[src/rtl/wdog_pkg.sv]
package wdog_pkg;
  typedef enum logic [1:0] {
    SEL_CTRL = 2'd0,
    SEL_FLAG = 2'd1,
    SEL_AUX  = 2'd2,
    SEL_NONE = 2'd3
  } wdog_sel_e;
endpackage

[src/rtl/wdog_rst_sync.sv]
module wdog_rst_sync #(
  parameter int STAGES = 2
) (
  input  logic clk,
  input  logic rst_n,
  output logic rst_n_sync_o
);
  logic [STAGES-1:0] sync_q;

  always_ff @(posedge clk or negedge rst_n) begin
    if (!rst_n) sync_q <= '0;
    else        sync_q <= {sync_q[STAGES-2:0], 1'b1};
  end

  assign rst_n_sync_o = sync_q[STAGES-1];
endmodule

[src/rtl/wdog_interval.sv]
module wdog_interval #(
  parameter int MULT_W = 5,
  parameter int RES_W  = 2,
  parameter int CNT_W  = MULT_W + 2 * ((1 << RES_W) - 1)
) (
  input  logic [MULT_W-1:0] mult_i,
  input  logic [RES_W-1:0]  res_i,
  output logic [CNT_W-1:0]  ticks_o
);
  always_comb begin
    ticks_o = CNT_W'(mult_i) << {res_i, 1'b0};
  end
endmodule

[src/rtl/wdog_countdown.sv]
module wdog_countdown #(
  parameter int CNT_W = 11
) (
  input  logic             clk,
  input  logic             rst_n,
  input  logic             load_i,
  input  logic [CNT_W-1:0] load_val_i,
  input  logic             tick_i,
  output logic             armed_o,
  output logic             expire_o
);
  logic [CNT_W-1:0] cnt_q, cnt_n;
  logic             armed_q, armed_n;

  always_comb begin
    cnt_n    = cnt_q;
    armed_n  = armed_q;
    expire_o = 1'b0;
    if (load_i) begin
      cnt_n   = load_val_i;
      armed_n = |load_val_i;
    end else if (tick_i && armed_q) begin
      if (cnt_q == CNT_W'(1)) begin
        cnt_n    = '0;
        armed_n  = 1'b0;
        expire_o = 1'b1;
      end else begin
        cnt_n = cnt_q - CNT_W'(1);
      end
    end
  end

  always_ff @(posedge clk or negedge rst_n) begin
    if (!rst_n) begin
      cnt_q   <= '0;
      armed_q <= 1'b0;
    end else begin
      cnt_q   <= cnt_n;
      armed_q <= armed_n;
    end
  end

  assign armed_o = armed_q;
endmodule

[src/rtl/wdog_regs.sv]
module wdog_regs
  import wdog_pkg::*;
#(
  parameter int DATA_W    = 8,
  parameter int STEER_BIT = DATA_W - 1,
  parameter int FLAG_BIT  = DATA_W - 1,
  parameter int AUX_CLR   = 6
) (
  input  logic              clk,
  input  logic              rst_n,
  input  logic              wr_i,
  input  logic              rd_i,
  input  logic [1:0]        sel_i,
  input  logic [DATA_W-1:0] wdata_i,
  input  logic              expire_i,
  output logic [DATA_W-1:0] rdata_o,
  output logic [DATA_W-1:0] ctrl_o,
  output logic [DATA_W-1:0] restart_val_o,
  output logic              restart_o,
  output logic              flag_o,
  output logic              irq_o,
  output logic              rst_req_o
);
  logic [DATA_W-1:0] ctrl_q, ctrl_n, aux_q, aux_n;
  logic              flag_q, flag_n, irq_q, irq_n, req_q, req_n;
  logic              ctrl_wr, ctrl_rd, aux_wr, steer_hit;

  assign ctrl_wr   = wr_i && (sel_i == SEL_CTRL);
  assign ctrl_rd   = rd_i && !wr_i && (sel_i == SEL_CTRL);
  assign aux_wr    = wr_i && (sel_i == SEL_AUX);
  assign steer_hit = expire_i && ctrl_q[STEER_BIT];

  assign restart_o     = ctrl_wr || ctrl_rd;
  assign restart_val_o = ctrl_wr ? wdata_i : ctrl_q;

  always_comb begin
    ctrl_n = ctrl_q;
    if (ctrl_wr)        ctrl_n = wdata_i;
    else if (steer_hit) ctrl_n = '0;

    aux_n = aux_q;
    if (aux_wr)         aux_n = wdata_i;
    else if (steer_hit) aux_n[AUX_CLR] = 1'b0;

    flag_n = flag_q;
    if (restart_o)      flag_n = 1'b0;
    else if (expire_i)  flag_n = 1'b1;

    irq_n = expire_i && !ctrl_q[STEER_BIT];
    req_n = steer_hit;
  end

  always_ff @(posedge clk or negedge rst_n) begin
    if (!rst_n) begin
      ctrl_q <= '0;
      aux_q  <= '0;
      flag_q <= 1'b0;
      irq_q  <= 1'b0;
      req_q  <= 1'b0;
    end else begin
      ctrl_q <= ctrl_n;
      aux_q  <= aux_n;
      flag_q <= flag_n;
      irq_q  <= irq_n;
      req_q  <= req_n;
    end
  end

  always_comb begin
    rdata_o = '0;
    unique case (sel_i)
      SEL_CTRL: rdata_o = ctrl_q;
      SEL_FLAG: rdata_o[FLAG_BIT] = flag_q;
      SEL_AUX:  rdata_o = aux_q;
      default:  rdata_o = '0;
    endcase
  end

  assign ctrl_o    = ctrl_q;
  assign flag_o    = flag_q;
  assign irq_o     = irq_q;
  assign rst_req_o = req_q;
endmodule

[src/rtl/sixteenth_watchdog.sv]
module sixteenth_watchdog #(
  parameter int DATA_W = 8,
  parameter int RES_W  = 2
) (
  input  logic              clk,
  input  logic              rst_n,
  input  logic              tick_i,
  input  logic              bus_wr_i,
  input  logic              bus_rd_i,
  input  logic [1:0]        bus_sel_i,
  input  logic [DATA_W-1:0] bus_wdata_i,
  output logic [DATA_W-1:0] bus_rdata_o,
  output logic              wdog_irq_o,
  output logic              wdog_rst_req_o
);
  localparam int MULT_W = DATA_W - 1 - RES_W;
  localparam int CNT_W  = MULT_W + 2 * ((1 << RES_W) - 1);

  logic              rst_n_int;
  logic              restart, expire, armed, exp_flag;
  logic [DATA_W-1:0] restart_val, ctrl_q;
  logic [CNT_W-1:0]  load_ticks;

  wdog_rst_sync #(.STAGES(2)) u_rst (
    .clk          (clk),
    .rst_n        (rst_n),
    .rst_n_sync_o (rst_n_int)
  );

  wdog_regs #(.DATA_W(DATA_W)) u_regs (
    .clk           (clk),
    .rst_n         (rst_n_int),
    .wr_i          (bus_wr_i),
    .rd_i          (bus_rd_i),
    .sel_i         (bus_sel_i),
    .wdata_i       (bus_wdata_i),
    .expire_i      (expire),
    .rdata_o       (bus_rdata_o),
    .ctrl_o        (ctrl_q),
    .restart_val_o (restart_val),
    .restart_o     (restart),
    .flag_o        (exp_flag),
    .irq_o         (wdog_irq_o),
    .rst_req_o     (wdog_rst_req_o)
  );

  wdog_interval #(.MULT_W(MULT_W), .RES_W(RES_W), .CNT_W(CNT_W)) u_ivl (
    .mult_i  (restart_val[DATA_W-2:RES_W]),
    .res_i   (restart_val[RES_W-1:0]),
    .ticks_o (load_ticks)
  );

  wdog_countdown #(.CNT_W(CNT_W)) u_cnt (
    .clk        (clk),
    .rst_n      (rst_n_int),
    .load_i     (restart),
    .load_val_i (load_ticks),
    .tick_i     (tick_i),
    .armed_o    (armed),
    .expire_o   (expire)
  );
endmodule

[config.mk]
export PLATFORM = sky130hd
export DESIGN_NAME = sixteenth_watchdog
export DESIGN_NICKNAME = d
export VERILOG_FILES = /design/src/rtl/wdog_pkg.sv /design/src/rtl/wdog_rst_sync.sv /design/src/rtl/wdog_interval.sv /design/src/rtl/wdog_countdown.sv /design/src/rtl/wdog_regs.sv /design/src/rtl/sixteenth_watchdog.sv
export SDC_FILE = /design/constraint.sdc
export NUM_CORES = 1
export LEC_CHECK = 0
export BUFFER_PORTS_ARGS = -buffer_cell sky130_fd_sc_hd__buf_2
export CAP_MARGIN = 15
export CORE_ASPECT_RATIO = 1.25
export CORE_UTILIZATION = 40
export CTS_BUF_LIST = sky130_fd_sc_hd__clkbuf_8 sky130_fd_sc_hd__clkbuf_16
export DETAILED_ROUTE_END_ITERATION = 8
export PLACE_DENSITY = 0.62
export RECOVER_POWER = 50
export REMOVE_ABC_BUFFERS = 1
export SLEW_MARGIN = 30
export SYNTH_ARGS = -nofsm -noshare
export SYNTH_HDL_FRONTEND = slang
export SYNTH_SLANG_ARGS = --single-unit
[constraint.sdc]
create_clock -name clk -period 2.6 [get_ports clk]
set_input_delay 0.52 -clock clk [delete_from_list [all_inputs] [get_ports clk]]
set_output_delay 0.52 -clock clk [all_outputs]
set_load 0.01 [all_outputs]
==> reports/metrics.yaml, run 1 <==
timing:
  grt_setup_unrepaired: "no"
  setup_violations: 0
  fmax_mhz: 435
  finalHoldViolCount: 0
  drv_slew: 32
  fin_crit_ns: 2.30
  worst_pin_slew_ns: 1.75
  period_share: 0.884
  fin_ws_ns: 0.302
  slew_headroom: -0.168
  skew_ns: 0.00280
drt:
  dr_wl_met3_um: 232
  routed_via_density: 5.75
  wl_met2_um: 2390
  avgRoutedWirePerCell_um: 16.3
  drtIter0Drc: 81
  wirelength_um: 5000
  vias: 1761
  wl_met1_um: 2320
  dr.pass1.iters: 4
  top_layer: "met4"
  drc_errors: 0
  antenna_left: 0
job:
  maxCapViolations: 1
synthesis:
  synth_ff_type: "dfrtp_1"
  post_synth.cell_area_avg_um2: 9.33
  synth_edf_count: 0
  synth_area_leaders: "dfrtp_1 (40%), mux2i_1 (12%), a21oi_1 (5.6%)"
  synth_top_area_frac: 0.399
  yosysTopAreaCell: "dfrtp_1"
  ys_ff_latch: 33
  async_flop_share: 1.00
  syn_inst: 222
  yosysWarnings: 0
  seq_area_frac_synth: 0.399
  synth_area_um2: 2070
  ys_types: 47
floorplanning:
  num_rows: 28
  initial_core_util: 0.425
  core-area_um2: 4870
  fp.dieW_um: 66.4
  die_y_um: 82.5
  die-area_um2: 5470
  io_pins: 25
global_routing:
  track_usage: 0.206
  antenna_found_initial: 0
  grt_pass1_vias: 1678
  grt_pass1_wl_um: 8360
  grt_max_degree: 32
  grt-ovfl-total: 0
clocking:
  clock_sinks: 33
  root_buffer: "clkbuf_8"
  cts_buffers: 5
  htree_levels: 2
  clk_path_buf_depth: 2
  cts_tree: "done"
  clk_latency_ns: 0.28
  post_cts_buffers: 0
  clkTransAtPathRegs_ns: 0.07
final_layout:
  multiInputGateArea_um2: 1170
  n_fill_cell: 471
  final_nets: 263
  drive_gt1_frac: 0.203
  n_antenna_cell: 0
  seqCellArea_um2: 826
  areaGrowthSynthToFinish_pct: 13.0
  final_design_area_no_fill_um2: 2340
power_and_ir_drop:
  p_comb_frac: 0.349
  pwr-share-clk: 0.212
  p_sw_frac: 0.369
  peakVddDrop_v: 0.000390
  p_sw_uw: 674
  p_int_uw: 1150
  p_seq_frac: 0.439
  p_per_area_nw_per_um2: 779
  p_total_uw: 1820
  p_leak_uw: 0.00102
place:
  pre_cts_ws_ns: 0.303
  portBuffers: 24
  dpl-instance-area_um2: 2250
  hpwl_um: 3570
  gp_congestion: 0.883
critical_path:
  crit_start: "u_cnt.cnt_q[5]"
  critPathCaptureType: "flip-flop"
  critPathLaunchType: "flip-flop"
  cp.arrival_ns: 2.45
  r2r_start: "u_cnt.cnt_q[5]"
  cp_max_fo: 9
  required_ns: 2.75
  critical_path_class: "reg2reg"
hold_path:
  hp-class: "reg2reg"
  hold_path.startpoint: "u_rst.sync_q[0]"
run_status:
  status: "complete, but fails checks"
  violations: "max-capacitance violations, max-slew violations"
==> cells by family after synthesis <==
family | after synthesis | share of synthesized area
adders and majority gates | 2 | 0.0121
DFF | 33 | 0.399
xor gates and xnor gates | 3 | 0.0127
and+or+nand+nor | 73 | 0.193
AOI/OAI and AO/OA | 58 | 0.177
buffers and inverters | 19 | 0.0399
other | 1 | 0.00181
muxes | 33 | 0.165
==> placed cells by master (no fill, tap or decap), types with 2 or more instances in the layout <==
cell | netlist | routed
nand3b_1 | 2 | 2
a21oi_1 | 23 | 23
nor2b_1 | 3 | 3
nor3_1 | 9 | 9
nor4_1 | 3 | 3
nor3b_1 | 4 | 3
clkbuf_8 | 0 | 6
mux2i_1 | 24 | 24
o21a_1 | 4 | 4
nand3_1 | 2 | 2
or3_1 | 2 | 2
nand2_1 | 15 | 15
ha_1 | 2 | 2
o31ai_1 | 2 | 2
mux2_2 | 9 | 9
buf_2 | 3 | 20
or4_1 | 2 | 2
xnor2_1 | 3 | 3
o21ai_0 | 8 | 8
clkbuf_1 | 7 | 5
o22ai_1 | 4 | 4
buf_4 | 0 | 5
a211oi_1 | 4 | 4
nor2_1 | 24 | 24
inv_1 | 5 | 6
dfrtp_1 | 33 | 33
==> final cells by class <==
class	instances	area share
multi-input cells	170	0.499
clock inverters	1	0.00160
repair buffers	31	0.0711
clock buffers	6	0.0353
flip-flops and latches	33	0.353
inverters	5	0.00802
well taps	60	0.0321
==> flip-flops by register name, summed over array words and instances (netlist names) <==
name	count
u_cnt.cnt_q	11
u_regs.aux_q	8
u_regs.ctrl_o	8
u_rst.sync_q	2
u_cnt.armed_o	1
u_regs.flag_o	1
u_regs.irq_o	1
u_regs.rst_req_o	1
==> per-layer routing <==
metal	global-route usage	up-vias
met5	0	-
met4	0.0723	0
met3	0.0453	5
met2	0.327	45
met1	0.275	857
li1	-	854
==> repair_timing <==
action	4_1_cts	5_1_grt
gates resized for setup	0	0
setup endpoints to repair	0	0
hold buffers	0	1
endpoints found under the hold margin	0	2
==> power by group through the flow <==
stage | clock, µW | sequential (µW) | combinational, µW
finish | 387 | 800 | 637
global route | 422 | 824 | 714
CTS | 395 | 798 | 640
detailed placement | 0 | 806 | 637
global placement | 0 | 808 | 631
floorplan | 0 | 771 | 471
==> final timing paths <==
| kind | endpoint | slack [ns] | cells after the start |
|---|---|---|---|
| hold reg to reg | u_rst.sync_q[1] | 0.35 | 0 |
| min in group asynchronous | u_rst.sync_q[0] | 0.55 | 2 |
| max in group asynchronous | u_cnt.cnt_q[8] | 0.79 | 1 |
| hold / removal | u_rst.sync_q[1] | 0.35 | 0 |
| setup reg to reg | u_regs.aux_q[6] | 0.30 | 5 |
| setup / recovery | u_regs.aux_q[6] | 0.30 | 5 |
==> worst max-delay path, cell delays in order (launching register included) <==
cell     delay, ns
dfrtp_1       0.42
or4_4         0.58
or3_4         0.38
nor3_4        0.24
and3_1        0.44
o22ai_2       0.10
==> metrics by stage <==
step           std cells  utilization  hold WS [ns]  setup TNS [ns]
2_1_floorplan        208            -         0.224          -0.807
3_3_place_gp         298        0.463         0.275               0
3_5_place_dp         298        0.463         0.277               0
4_1_cts              305        0.480       0.00216               0
5_1_grt              306        0.481         0.379               0
6_report             306        0.481         0.354               0
==> synthesized netlist by cell type, types with 2 or more instances <==
cell type	number
dfrtp_1	33
mux2i_1	24
nor2_1	24
a21oi_1	23
nand2_1	15
mux2_2	9
nor3_1	9
o21ai_0	8
clkbuf_1	7
inv_1	5
a211oi_1	4
nor3b_1	4
o21a_1	4
o22ai_1	4
buf_1	3
buf_2	3
nor2b_1	3
nor4_1	3
xnor2_1	3
ha_1	2
nand3_1	2
nand3b_1	2
o31ai_1	2
or3_1	2
or4_1	2
Note: power is estimated with default switching activity, not from simulation.
==> run 2, diff against run 1 <==
CELL_PAD_IN_SITES_DETAIL_PLACEMENT = 2   (was unset)
CELL_PAD_IN_SITES_GLOBAL_PLACEMENT = 2   (was unset)
CORE_UTILIZATION = 39   (was 40)
PLACE_DENSITY = 0.89   (was 0.62)
SLEW_MARGIN = 20   (was 30)
==> run 2 against run 1 <==
The flow still finishes with violations (max-capacitance violations, max-slew violations). Register-to-register slack lost 0.05 ns. Final cell count up 1.3%. Power rose by 11%. Worst hold slack worse by 0.0019 ns. Combinational power up 8.6%. Routed wire length rose by 39%. Critical path type unchanged. Critical endpoint is now u_regs.ctrl_o[1]. Largest power group unchanged.
==> reports/metrics.yaml, run 2 (synthesized netlist as in run 1, its figures left out) <==
floorplanning:
  core-area_um2: 5080
  fp.dieW_um: 67.2
  die-area_um2: 5610
  die_y_um: 83.5
  io_pins: 25
  initial_core_util: 0.408
  num_rows: 29
run_status:
  violations: "max-capacitance violations, max-slew violations"
  status: "complete, but fails checks"
global_routing:
  track_usage: 0.276
  antenna_found_initial: 0
  grt_max_degree: 32
  grt_pass1_wl_um: 11300
  grt_pass1_vias: 2124
  grt-ovfl-total: 0
timing:
  setup_violations: 0
  drv_slew: 32
  slew_headroom: -0.153
  period_share: 0.905
  fmax_mhz: 425
  finalHoldViolCount: 0
  setup_tns_ns: 0
  worst_pin_slew_ns: 1.73
  skew_ns: 0.0107
  fin_crit_ns: 2.35
  grt_setup_unrepaired: "no"
drt:
  wirelength_um: 6960
  dr.pass1.iters: 4
  drc_errors: 0
  antenna_left: 0
  routed_via_density: 6.11
  avgRoutedWirePerCell_um: 22.4
  vias: 1894
  drtIter0Drc: 84
place:
  portBuffers: 24
  gp_congestion: 0.827
  hpwl_um: 4910
  dpl-instance-area_um2: 2260
final_layout:
  final_design_area_no_fill_um2: 2380
  regMostFlops: "u_cnt.cnt_q"
  areaGrowthSynthToFinish_pct: 15.1
  drive_gt1_frac: 0.214
  mostFrequentLayoutCell: "dfrtp_1"
  mostFrequentLayoutCells: "dfrtp_1 (33), mux2i_1 (24), nor2_1 (24), a21oi_1 (23), buf_2 (20)"
  largest_reg_flops: 11
  final_nets: 264
  n_antenna_cell: 0
clocking:
  post_cts_buffers: 0
  htree_levels: 2
  clkTransAtPathRegs_ns: 0.08
  clk_path_buf_depth: 2
  cts_tree: "done"
  cts_resized: 0
  clk_latency_ns: 0.29
  root_buffer: "clkbuf_8"
  cts_buffers: 5
  clock_sinks: 33
critical_path:
  required_ns: 2.75
  cp_max_fo: 9
  cp.arrival_ns: 2.51
  critPathLaunchType: "flip-flop"
  critical_path_class: "reg2reg"
  critPathCaptureType: "flip-flop"
power_and_ir_drop:
  peakVddDrop_v: 0.000631
  p_per_area_nw_per_um2: 852
  p_leak_uw: 0.00104
job:
  maxCapViolations: 1
hold_path:
  hp-class: "reg2reg"
run 2: cell types whose count changed in the layout (fill, tap and decap cells not counted):
cell,change
inv_1,-1
clkinvlp_4,+1
buf_4,+1
bufinv_16,+1
run 2: worst max-delay path: stages (launching register included):
cell and delay (ns):
dfrtp_1 0.44, or4_4 0.58, or3_4 0.37, nor3_4 0.23, and3_1 0.44, nor2_1 0.15
run 2: path summary, 6_finish.rpt:
path	cells after the start	end	slack, ns	from
min in group asynchronous	2	u_rst.sync_q[0]	0.53	rst_n
worst min register to register	0	u_rst.sync_q[1]	0.35	u_rst.sync_q[0]
max in group asynchronous	1	u_regs.aux_q[3]	0.80	u_rst.sync_q[1]
worst min-delay path	0	u_rst.sync_q[1]	0.35	u_rst.sync_q[0]
worst max register to register	5	u_regs.ctrl_o[1]	0.25	u_cnt.cnt_q[5]
worst max-delay path	5	u_regs.ctrl_o[1]	0.25	u_cnt.cnt_q[5]
run 2: timing repair:
| action | CTS | global route |
|---|---|---|
| hold buffers | 1 | 0 |
| hold endpoints to repair | 2 | 0 |
| setup endpoints to repair | 0 | 0 |
run 2: area by class of cell:
class	count	area, µm²
Inverter	5	18.8
Fill cell	560	2700
Tap cell	62	77.6
Timing Repair Buffer	32	174
Sequential cell	33	826
Clock buffer	6	82.6
Clock inverter	2	37.5
Multi-Input combinational cell	170	1170
run 2: power breakdown:
part	switching [µW]	internal (µW)
Sequential	183	642
Clock	204	312
Combinational	387	304
run 2: per-stage QoR:
stage	setup slack, ns	instances	power, µW	util	hold WS, ns
3_5_place_dp	0.281	301	1500	0.446	0.282
3_3_place_gp	0.427	301	1450	0.446	0.276
4_1_cts	0.240	310	2040	0.471	0.286
2_1_floorplan	-0.247	208	1240	-	0.224
6_report	0.248	310	2030	0.469	0.352
5_1_grt	0.159	310	2150	0.469	0.359
run 2: routing by layer:
layer  global-route usage  up-vias  part of all wire
li1                     -      859                 -
met1                0.328      967              0.42
met2                0.461       48              0.51
met3               0.0587       20             0.035
met4                0.124        0             0.034
met5                    0        -                 0
